$ cat config.mk
export PLATFORM = sky130hd
export DESIGN_NAME = lcd_row_driver
export DESIGN_NICKNAME = d
export VERILOG_FILES = /design/src/rtl/lcd_row_pkg.sv /design/src/rtl/lcd_row_shift.sv /design/src/rtl/lcd_row_endport.sv /design/src/rtl/lcd_row_level_enc.sv /design/src/rtl/lcd_row_driver.sv
export SDC_FILE = /design/constraint.sdc
export NUM_CORES = 1
export LEC_CHECK = 0
export CAP_MARGIN = 20
export CORE_MARGIN = 4
export CORE_UTILIZATION = 39
export CTS_CLUSTER_SIZE = 24
export DETAILED_ROUTE_END_ITERATION = 10
export PLACE_DENSITY = 0.64
export SYNTH_ARGS = -nofsm -noshare
export SYNTH_HDL_FRONTEND = slang
export SYNTH_SLANG_ARGS = --single-unit
$ cat constraint.sdc
create_clock -name clk -period 4.7 [get_ports clk]
set_clock_uncertainty 0.1 [all_clocks]
set_input_delay 0.705 -clock clk [delete_from_list [all_inputs] [get_ports clk]]
set_output_delay 0.705 -clock clk [all_outputs]
set_load 0.01 [all_outputs]
$ cat src/rtl/lcd_row_pkg.sv
package lcd_row_pkg;

  typedef enum logic [1:0] {
    LVL_V1  = 2'b00,
    LVL_V2  = 2'b01,
    LVL_V5  = 2'b10,
    LVL_VEE = 2'b11
  } lvl_t;

  // Rail choice for one row: a selected row swings to the outer rail
  // opposite the alternation phase, an idle row stays on the inner rails.
  function automatic lvl_t pick_level(input logic sel, input logic m,
                                      input logic off);
    logic active;
    active = sel & ~off;
    if (active) return m ? LVL_V1 : LVL_VEE;
    else        return m ? LVL_V5 : LVL_V2;
  endfunction

endpackage

$ cat src/rtl/lcd_row_shift.sv
module lcd_row_shift #(
  parameter int NUM_ROWS = 80
) (
  input  logic                clk,
  input  logic                rst_n,
  input  logic                shift_left,
  input  logic                head_in,
  input  logic                tail_in,
  output logic [NUM_ROWS-1:0] stages
);

  logic [NUM_ROWS-1:0] nxt;

  for (genvar i = 0; i < NUM_ROWS; i++) begin : g_stage
    logic from_low;
    logic from_high;
    if (i == 0) begin : g_first
      assign from_low = head_in;
    end else begin : g_mid_low
      assign from_low = stages[i-1];
    end
    if (i == NUM_ROWS - 1) begin : g_last
      assign from_high = tail_in;
    end else begin : g_mid_high
      assign from_high = stages[i+1];
    end
    assign nxt[i] = shift_left ? from_high : from_low;
  end

  always_ff @(posedge clk or negedge rst_n) begin
    if (!rst_n) stages <= '0;
    else        stages <= nxt;
  end

endmodule

$ cat src/rtl/lcd_row_endport.sv
module lcd_row_endport (
  input  logic shift_left,
  input  logic first_stage,
  input  logic last_stage,
  output logic a_out,
  output logic a_oe,
  output logic b_out,
  output logic b_oe
);

  assign a_oe  = shift_left;
  assign b_oe  = ~shift_left;
  assign a_out = shift_left  & first_stage;
  assign b_out = ~shift_left & last_stage;

endmodule

$ cat src/rtl/lcd_row_level_enc.sv
module lcd_row_level_enc
  import lcd_row_pkg::*;
#(
  parameter int NUM_ROWS = 80
) (
  input  logic [NUM_ROWS-1:0]   stages,
  input  logic                  alt_m,
  input  logic                  disp_off,
  output logic [2*NUM_ROWS-1:0] codes
);

  for (genvar i = 0; i < NUM_ROWS; i++) begin : g_row
    lvl_t lvl;
    assign lvl            = pick_level(stages[i], alt_m, disp_off);
    assign codes[2*i +: 2] = lvl;
  end

endmodule

$ cat src/rtl/lcd_row_driver.sv
module lcd_row_driver #(
  parameter int NUM_ROWS = 80
) (
  input  logic                  clk,
  input  logic                  rst_n,
  input  logic                  shift_left,
  input  logic                  alt_m,
  input  logic                  disp_off,
  input  logic                  end_a_in,
  output logic                  end_a_out,
  output logic                  end_a_oe,
  input  logic                  end_b_in,
  output logic                  end_b_out,
  output logic                  end_b_oe,
  output logic [2*NUM_ROWS-1:0] row_code
);

  logic [NUM_ROWS-1:0] stages;

  lcd_row_shift #(.NUM_ROWS(NUM_ROWS)) u_shift (
    .clk        (clk),
    .rst_n      (rst_n),
    .shift_left (shift_left),
    .head_in    (end_a_in),
    .tail_in    (end_b_in),
    .stages     (stages)
  );

  lcd_row_endport u_ports (
    .shift_left  (shift_left),
    .first_stage (stages[0]),
    .last_stage  (stages[NUM_ROWS-1]),
    .a_out       (end_a_out),
    .a_oe        (end_a_oe),
    .b_out       (end_b_out),
    .b_oe        (end_b_oe)
  );

  lcd_row_level_enc #(.NUM_ROWS(NUM_ROWS)) u_enc (
    .stages   (stages),
    .alt_m    (alt_m),
    .disp_off (disp_off),
    .codes    (row_code)
  );

endmodule

# --- Yosys cells after proc, flatten, opt, wreduce, memory -nomap -nowiden ---
# Cells that the tools add are included.
word_totals:
  out_inout_bits: 164
  register_bits: 80
  input_bits: 7
classes:
  bitwise: 84
  muxes: 162
ops:
  columns: ["operator", "n"]
  rows:
  - ["2-to-1 mux 2 bit", 82]
  - ["bitwise AND 1 bit", 82]
  - ["2-to-1 mux 1 bit", 80]
  - ["NOT 1 bit", 2]

# --- Longest topological paths before layout ---
# Gate-level depths: netlist of run 1.
logic_depth:
  ltp_word: 3
  ltp_mapped: 5
  mapped_depth_nobuf: 3

# --- By module ---
# From an unflattened synthesis of run 1, not the netlist that was laid out.
hier_totals:
  hier_cells: 591
  area_unflattened_um2: 6986.7
modules_own_cells:
  columns: ["module", "n_inst", "area_per_inst_um2", "cells_each"]
  rows:
  - ["lcd_row_level_enc", 1, 3588.4, 418]
  - ["lcd_row_shift", 1, 3374.5, 169]
  - ["lcd_row_endport", 1, 23.8, 4]

# --- Least setup slack after synthesis of run 1 ---
# Ideal clock, no wire load.
synth_timing:
  path_type: "input to output"
  start: "in alt_m"
  end: "out row_code[101]"
  stages: 2
  arrival_ps: 4161
  setup_slack_ps: -266
  cell_sequence: "inv_1 ha_1"
synth_via:
  elab_chain_cells: 2
  elab_cells_between_ends: 3
  cone_classes: "3 x mux"
synth_lines:
  columns: ["item", "line", "source"]
  rows:
  - ["start: declaration", "lcd_row_driver.sv:7", "input logic alt_m,"]
  - ["2-to-1 mux 2 bit (on tied branches)", "lcd_row_pkg.sv:17, lcd_row_pkg.sv:16", null]
  - ["2-to-1 mux 2 bit *", "lcd_row_pkg.sv:16", "if (active) return m ? LVL_V1 : LVL_VEE;"]
  - ["end: declaration", "lcd_row_driver.sv:15", "output logic [2*NUM_ROWS-1:0] row_code"]
# Mark *: on every way between the ends. The rest lies on a longest branch, timed or not.

# --- Worst setup path after layout of run 1 ---
layout_timing:
  start: "in alt_m"
  end: "out row_code[6]"
# The elaborated chain is that of the path after synthesis.

==> results.md, run 1 <==
- Outcome: completed
- Final WS setup: 0.6309 ns
- Dpl cell area: 8740 um^2
- Post-route cell area: 9070 um^2
- Initial antenna violation count: 0
- Residual DRC: 0
- Clock Latency Late Sink: 0.32 ns
- Post-synth top cells: ha_1, nor2b_1, dfrtp_1, nand2b_1, or2_2
- Final nets: 918
- Slew HR: 48.39%
- Antenna-violating nets left: 0
- First-pass GRT wire length: 23860 um
- Prevailing post-synth register cell: dfrtp_1
- Core area: 17240 um^2
- Synth unique cells: 13
- CTS tree: built
- P&R area growth vs syn: 32.26%
- Post-route clock period utilization: 86.58%
- Reg2Reg Depth: 1
- Synth Warn #: 0
- Largest Register: u_shift.stages
- CTS H-tree lvls: 3
- Avg Vias per Cell: 4.485
- Routed WL: 13980 um
- Crit-path max FO: 81
- Critical path startpoint: alt_m
- Syn Std Cell Area: 6858 um^2
- FF+latch count, synth: 80
- RSZ-0062 raised after global routing: false
- Crit path DAT: 3.26 ns
- Synth area leader: dfrtp_1
- Die W: 140.6 um
- IO Pins: 171
- Total track usage: 14.54%
- Via Count: 4400
- Worst Setup Start Kind: primary input
- IO Port Bufs: 170
- Initial DRT Pass Iterations: 4
- Synth area leaders: dfrtp_1, ha_1, mux2_4
- Most numerous cell in the Yosys netlist: ha_1
- Initial DRC Count: 136
- Sink Count: 80
- Syn_area_per_cell: 11.60 um^2
- Post-DP HPWL: 10360 um
- Largest net degree at the start of global routing: 82
- Place WS: 0.6390 ns
- Max Slew Vio Count: 0
- Critical path class: in -> out
- Final hold vios: 0
- Worst R2R Setup Slack: 3.75 ns
- Share of the synthesized area in the top cell type: 29.19%
- Seq/Total Area, Yosys: 29.19%
- WP data required: 3.89 ns
- Root buffer cell: clkbuf_16
- Drt wl/cell: 14.25 um
- Gate Count Post-Synth: 591
- Maximum VDD drop: 0.1547 mV
- Max reg flops: 80
- GPL Wtd Cong: 0.7505
- Finished Core Util: 52.62%
- Setup crit end kind: primary output
- Final setup viols: 0
- Max Root-Sink Buffers: 2
- Total power: 2.334 mW
- Vias in the first global route: 4508
- Hold Crit Class: in -> async
- Setup TNS: 0 ns
- Async S/R FF share, synth: 100.0%
- Slew @ Worst Pin: 0.7741 ns
- Cts hold-fix bufs: 0
- Initial core utilization: 39.79%
- Post-synth net total: 758
- Clock slew at reported path FFs: 0.06 ns
- Worst R2R Start: u_shift.stages[31]$_DFF_PN0_
- Leakage: 4.391 nW
- Share of post-route cells with drive strength above 1: 24.60%
- Die Ht: 140.6 um
- Resized cells post-CTS: 0
- Die area: 19770 um^2
- Total CTS buffers: 9
- Period minus WS final: 4.069 ns
- Row Count: 48
- Number of synthesized flops with an enable pin: 0
- Worst R2R End: u_shift.stages[32]$_DFF_PN0_
- GRT Residual Overflow: 0
- Pwr/cell area: 257.3 nW/um^2
- Biggest regs: u_shift.stages (80)
- Postcts setup bufs: 0
- Inserted Diodes: 0
- FMAX: 0.2458 GHz
- Max Cap Viol: 0
[power by group]
part           total [mW]  internal, mW  switching, mW
sequential          0.842         0.760         0.0814
clock               0.760         0.482          0.278
combinational       0.732         0.441          0.291
total                2.33          1.68          0.650
[cell usage in the layout (no fill, tap or decap), types with 2 or more instances in the layout]
| cell | synthesis | final |
|---|---|---|
| nand2b_1 | 80 | 80 |
| dfrtp_1 | 80 | 80 |
| mux2_2 | 13 | 13 |
| nor2b_1 | 81 | 81 |
| buf_12 | 0 | 3 |
| clkinv_4 | 0 | 2 |
| buf_4 | 1 | 6 |
| clkbuf_16 | 0 | 9 |
| bufinv_16 | 0 | 2 |
| mux2_4 | 67 | 67 |
| clkdlybuf4s50_1 | 0 | 167 |
| or2_2 | 80 | 80 |
| ha_1 | 160 | 160 |
[area by class of cell]
type	count	area, um^2
clock buffer	10	239.0
clock inverter	6	91.34
fill	1488	8167
inverter	2	11.26
multi-input combinational	482	4668
sequential	80	2002
tap	225	281.5
timing repair buffer	176	1777
[kinds of logic after synthesis]
| logic type | share of synthesized area [%] |
|---|---|
| flops | 29.19 |
| fa+ha+maj | 29.19 |
| simple gates | 22.08 |
| mux | 16.80 |
| buf+inv | 2.737 |
[through the flow]
step,std cells,hold slack (ns)
floorplan,591,0.3094
global placement,965,0.4428
detailed placement,965,0.4401
global route,981,0.3467
finish,981,0.2910
CTS,981,0.3132
[per-layer routing]
| metal | track usage [%] | up-vias | share of wire [%] |
|---|---|---|---|
| li1 | - | 2241 | - |
| met5 | 0 | - | 0 |
| met1 | 20.06 | 2055 | 48 |
| met3 | 2.374 | 9 | 4.2 |
| met4 | 3.876 | 0 | 1.0 |
| met2 | 23.79 | 95 | 47 |
[how the worst max path moves through the flow]
stage | end | slack [ns] | depth (start not counted)
after floorplan | row_code[0] | 0.35 | 3
after global placement | row_code[62] | 0.68 | 6
after detailed placement | row_code[12] | 0.64 | 6
after CTS | row_code[12] | 0.63 | 6
after global routing | row_code[8] | 0.49 | 6
final | row_code[6] | 0.63 | 6
[worst max-delay path, stage by stage]
cell and delay [ns]:
clkdlybuf4s50_1 0.50, clkinvlp_4 0.51, buf_12 0.44, ha_1 0.25
or2_2 0.30, clkdlybuf4s50_1 0.48
Note: power is estimated with default switching activity, not from simulation.
==> inputs of run 2 (changes only) <==
--- a/config.mk
+++ b/config.mk
@@ -7,10 +7,9 @@
 export LEC_CHECK = 0
 export CAP_MARGIN = 20
 export CORE_MARGIN = 4
-export CORE_UTILIZATION = 39
-export CTS_CLUSTER_SIZE = 24
+export CORE_UTILIZATION = 46
 export DETAILED_ROUTE_END_ITERATION = 10
-export PLACE_DENSITY = 0.64
+export PLACE_DENSITY = 0.74
 export SYNTH_ARGS = -nofsm -noshare
 export SYNTH_HDL_FRONTEND = slang
 export SYNTH_SLANG_ARGS = --single-unit
==> run 2 against run 1 <==
Compared with the run above: utilization rose by 9.1 points; global-route usage up 1.7 points; highest routed layer unchanged; clock power up 0.8%; combinational power hardly changed; wire length shrank 2.6%.
==> results.md, run 2 (same netlist as run 1, synthesis figures left out) <==
- Worst Setup Start Kind: primary input
- IO Pins: 171
- Drt wl/cell: 14.52 um
- Initial antenna violation count: 0
- Resized cells post-CTS: 0
- Total placed cells including tap cells: 921
- Leakage: 4.383 nW
- Avg Vias per Cell: 4.745
- Crit-path max FO: 160
- Setup TNS: 0 ns
- Postcts setup bufs: 0
- Finished Core Util: 61.74%
- Slew HR: 44.27%
- Largest net degree at the start of global routing: 161
- Clock Latency Late Sink: 0.32 ns
- Routed WL: 13620 um
- Maximum VDD drop: 0.1597 mV
- Initial DRT Pass Iterations: 4
- First-pass GRT wire length: 22510 um
- P&R area growth vs syn: 31.34%
- RSZ-0062 raised after global routing: false
- Largest Register: u_shift.stages
- Pwr/cell area: 259.9 nW/um^2
- Final nets: 916
- Core area: 14590 um^2
- Most frequent cells in the layout: clkdlybuf4s50_1, ha_1, nor2b_1
- Vias in the first global route: 4550
- Row Count: 44
- Total track usage: 16.21%
- Post-route clock period utilization: 76.95%
- Critical path class: in -> out
- Initial core utilization: 47.01%
- Share of post-route cells with drive strength above 1: 24.40%
- Max Root-Sink Buffers: 2
- Clock slew at reported path FFs: 0.06 ns
- WP data required: 3.89 ns
- Die area: 16930 um^2
- CTS H-tree lvls: 3
- Via Count: 4451
- Initial DRC Count: 195
- Dpl cell area: 8653 um^2
- Final setup viols: 0
- Cts hold-fix bufs: 0
- Hold_ws: 0.2300 ns
- Final WS setup: 1.083 ns
- Commonest non-fill, non-tap cell in the layout: clkdlybuf4s50_1
- Worst R2R Setup Slack: 3.76 ns
- GPL Wtd Cong: 0.7697
- GRT Residual Overflow: 0
- Biggest regs: u_shift.stages (80)
- Max Slew Vio Count: 0
- Period minus WS final: 3.617 ns
- Residual DRC: 0
- Max Cap Viol: 0
- Reg2Reg Depth: 1
- Post-DP HPWL: 9683 um
- Worst R2R End: u_shift.stages[32]$_DFF_PN0_
- IO Port Bufs: 170
- Root buffer cell: clkbuf_16
- FMAX: 0.2765 GHz
- Place WS: 1.106 ns
- Outcome: completed
- Hold Crit Class: in -> async
- Setup crit end kind: primary output
- Total power: 2.341 mW
- Slew @ Worst Pin: 0.8360 ns
- Final hold vios: 0
- Sink Count: 80
- Post-route insts no fill: 938
- Post-route cell area: 9007 um^2
- Total CTS buffers: 9
- Worst R2R Start: u_shift.stages[31]$_DFF_PN0_
- Antenna-violating nets left: 0
- Die W: 130.1 um
- Max reg flops: 80
- CTS tree: built
- Crit path DAT: 2.81 ns
- Inserted Diodes: 0
- Die Ht: 130.1 um
## run 2: changes by cell type in the layout (fill, tap and decap cells not counted), sizes merged
cell / before / now
clkinv: 3 / 0
clkbuf: 10 / 9
inv: 2 / 6
buf: 9 / 7
## run 2: final cells by class
cell class / instances / area [um^2]
Fill cell: 1155 / 5582
Multi-Input combinational cell: 482 / 4668
Sequential cell: 80 / 2002
Timing Repair Buffer: 174 / 1762
Tap cell: 184 / 230.2
Clock buffer: 9 / 225.2
Clock inverter: 7 / 108.9
Inverter: 2 / 11.26
## run 2: power by group
group / internal [mW] / switching [mW] / leakage, nW
clock: 0.478 / 0.288 / 0.165
sequential: 0.760 / 0.0823 / 1.10
combinational: 0.441 / 0.292 / 3.12
## run 2: worst max-delay path: stages
cell and delay (ns):
clkdlybuf4s50_1 0.50, clkinvlp_4 0.11, buf_12 0.29, ha_1 0.32, or2_2 0.30, clkdlybuf4s50_1 0.51
## run 2: how the worst max path moves through the flow
stage	from	end	slack, ns	depth (start not counted)
2_1_floorplan	alt_m	row_code[0]	0.35	3
3_3_place_gp	alt_m	row_code[16]	1.11	6
3_5_place_dp	alt_m	row_code[16]	1.11	6
4_1_cts	alt_m	row_code[16]	1.08	6
5_1_grt	disp_off	row_code[50]	0.93	6
6_report	alt_m	row_code[50]	1.08	6
## run 2: metal layers
| metal | routed length (um) | GRT usage (%) | vias up |
|---|---|---|---|
| met2 | 6123 | 25.86 | 116 |
| met1 | 6426 | 22.35 | 2080 |
| li1 | - | - | 2244 |
| met5 | 0 | 0 | - |
| met4 | 91 | 2.934 | 0 |
| met3 | 975 | 4.462 | 11 |
==> inputs of run 3 (changes only) <==
--- a/config.mk
+++ b/config.mk
@@ -7,9 +7,9 @@
 export LEC_CHECK = 0
 export CAP_MARGIN = 20
 export CORE_MARGIN = 4
-export CORE_UTILIZATION = 46
+export CORE_UTILIZATION = 51
 export DETAILED_ROUTE_END_ITERATION = 10
-export PLACE_DENSITY = 0.74
+export PLACE_DENSITY = 0.78
 export SYNTH_ARGS = -nofsm -noshare
 export SYNTH_HDL_FRONTEND = slang
 export SYNTH_SLANG_ARGS = --single-unit
==> constraint.sdc (replaced) <==
create_clock -name clk -period 3.7 [get_ports clk]
set_clock_uncertainty 0.1 [all_clocks]
set_input_delay 0.555 -clock clk [delete_from_list [all_inputs] [get_ports clk]]
set_output_delay 0.555 -clock clk [all_outputs]
set_load 0.01 [all_outputs]
==> run 3 against run 2 <==
Compared with the run above: wire length increased by 7.2%; clock power up 13%; flip-flop and latch count is the same; die area fell by 9.2%; worst setup slack lost 0.58 ns; largest power group unchanged; via count up 2.1%; critical path depth rose by 1; non-clock buffer count grew 10; clock-buffer cell count is 1 higher; combinational power is 39% higher.
==> results.md, run 3 (same netlist as run 1, synthesis figures left out) <==
- Commonest non-fill, non-tap cell in the layout: clkdlybuf4s50_1
- RSZ-0062 raised after global routing: false
- Max reg flops: 80
- Initial DRC Count: 148
- Post-DP HPWL: 10710 um
- Final WS setup: 0.5043 ns
- Crit-path max FO: 21
- IO Pins: 171
- P&R area growth vs syn: 35.23%
- Hold_ws: 0.4583 ns
- Residual DRC: 0
- First-pass GRT wire length: 23340 um
- Via Count: 4543
- Worst R2R Setup Slack: 2.74 ns
- Routed wl met2: 6991 um
- Final nets: 926
- Avg Vias per Cell: 4.838
- Combinational share of power: 34.4%
- Largest net degree at the start of global routing: 81
- Root buffer cell: clkbuf_16
- Pint: 2.110 mW
- Hold Crit Class: reg -> reg
- Initial core utilization: 51.99%
- Reg2Reg Depth: 1
- Sink Count: 80
- GRT Residual Overflow: 0
- Worst Hold End: u_shift.stages[42]$_DFF_PN0_
- Worst Setup Start Kind: primary input
- Hold Path Stages: 1
- Post-route clock period utilization: 86.37%
- Part of the power in registers: 36.3%
- Max Root-Sink Buffers: 2
- Final setup viols: 0
- Final hold vios: 0
- Antenna-violating nets left: 0
- Die W: 124.0 um
- Setup TNS: 0 ns
- Most frequent cells in the layout: clkdlybuf4s50_1, ha_1, nor2b_1
- Hold path startpoint: u_shift.stages[41]$_DFF_PN0_
- Core area: 13190 um^2
- Slew HR: 56.73%
- GPL Wtd Cong: 0.7724
- Drt wl/cell: 15.55 um
- Finished Core Util: 70.31%
- WL met1: 6649 um
- Initial DRT Pass Iterations: 4
- Outcome: completed
- Place WS: 0.5001 ns
- Slew @ Worst Pin: 0.6491 ns
- Routed WL: 14600 um
- Postcts setup bufs: 0
- FMAX: 0.3129 GHz
- Top Layer Used: met4
- Pwr/cell area: 318.3 nW/um^2
- Period minus WS final: 3.196 ns
- Total CTS buffers: 9
- Row Count: 42
- Worst R2R Start: u_shift.stages[14]$_DFF_PN0_
- Total power: 2.952 mW
- Crit path DAT: 2.54 ns
- IO Port Bufs: 170
- Setup crit end kind: primary output
- Critical path class: in -> out
- Critical path startpoint: alt_m
- CTS H-tree lvls: 3
- Sw power: 0.8415 mW
- Net Sw Frac: 28.51%
- Max Cap Viol: 0
- WP data required: 3.04 ns
- Inserted Diodes: 0
- DR WL met3: 794 um
- Maximum VDD drop: 0.2337 mV
- Share of post-route cells with drive strength above 1: 25.03%
- Biggest regs: u_shift.stages (80)
- Largest Register: u_shift.stages
- CTS tree: built
- Clock Latency Late Sink: 0.33 ns
- Clock share of power: 29.3%
- Vias in the first global route: 4709
- Clock slew at reported path FFs: 0.06 ns
- Die area: 15370 um^2
- Die Ht: 124.0 um
- Total track usage: 19.21%
- Initial antenna violation count: 0
- Max Slew Vio Count: 0
- Leakage: 4.461 nW
- Worst R2R End: u_shift.stages[15]$_DFF_PN0_
## run 3: cell count changes in the layout (fill, tap and decap cells not counted), sizes merged, moves of 2 or more
cell | previous run | this run
buf | 7 | 16
clkinv | 0 | 2
clkinvlp | 1 | 3
inv | 6 | 1
## run 3: cell type report
cell class | instances | area, um^2
multi-input combinational | 482 | 4868
fill | 1019 | 3916
sequential | 80 | 2002
timing repair buffer | 184 | 1884
clock buffer | 10 | 229.0
tap | 176 | 220.2
clock inverter | 5 | 58.81
inverter | 2 | 11.26
## run 3: how the worst max path moves through the flow
| stage | cells past startpoint | slack [ns] | end |
|---|---|---|---|
| final | 7 | 0.50 | row_code[108] |
| after global routing | 7 | 0.45 | row_code[74] |
| after CTS | 7 | 0.49 | row_code[108] |
| after detailed placement | 7 | 0.50 | row_code[108] |
| after global placement | 7 | 0.55 | row_code[74] |
| after floorplan | 3 | -0.18 | row_code[0] |
## run 3: critical path, stage by stage
cell and delay (ns):
clkdlybuf4s50_1 0.51, clkinvlp_4 0.16, buf_12 0.19, buf_4 0.19
ha_1 0.19, or2_4 0.24, clkdlybuf4s50_1 0.50
## run 3: through the flow
stage / instance area [um^2] / cells
5_1_grt: 9274 / 939
3_3_place_gp: 8949 / 922
3_5_place_dp: 8949 / 922
4_1_cts: 9236 / 937
6_report: 9274 / 939
2_1_floorplan: 7062 / 591
## run 3: power by group through the flow
stage / clock network [mW] / registers (mW) / logic, mW
6_report: 0.863 / 1.07 / 1.02
4_1_cts: 0.879 / 1.07 / 1.03
2_1_floorplan: 0 / 1.04 / 0.592
3_5_place_dp: 0 / 1.09 / 1.02
5_1_grt: 0.915 / 1.09 / 1.11
3_3_place_gp: 0 / 1.08 / 1.00
## run 3: what timing repair did
action | 4_1_cts | 5_1_grt
endpoints found under the hold margin | 0 | 6
gates resized for setup | 0 | 0
hold buffers | 0 | 1
## run 3: routing by layer
layer / track usage [%] / vias to the layer above
li1: - / 2257
met1: 25.50 / 2162
met2: 31.60 / 108
met3: 5.041 / 16
met4: 4.312 / 0
met5: 0 / -
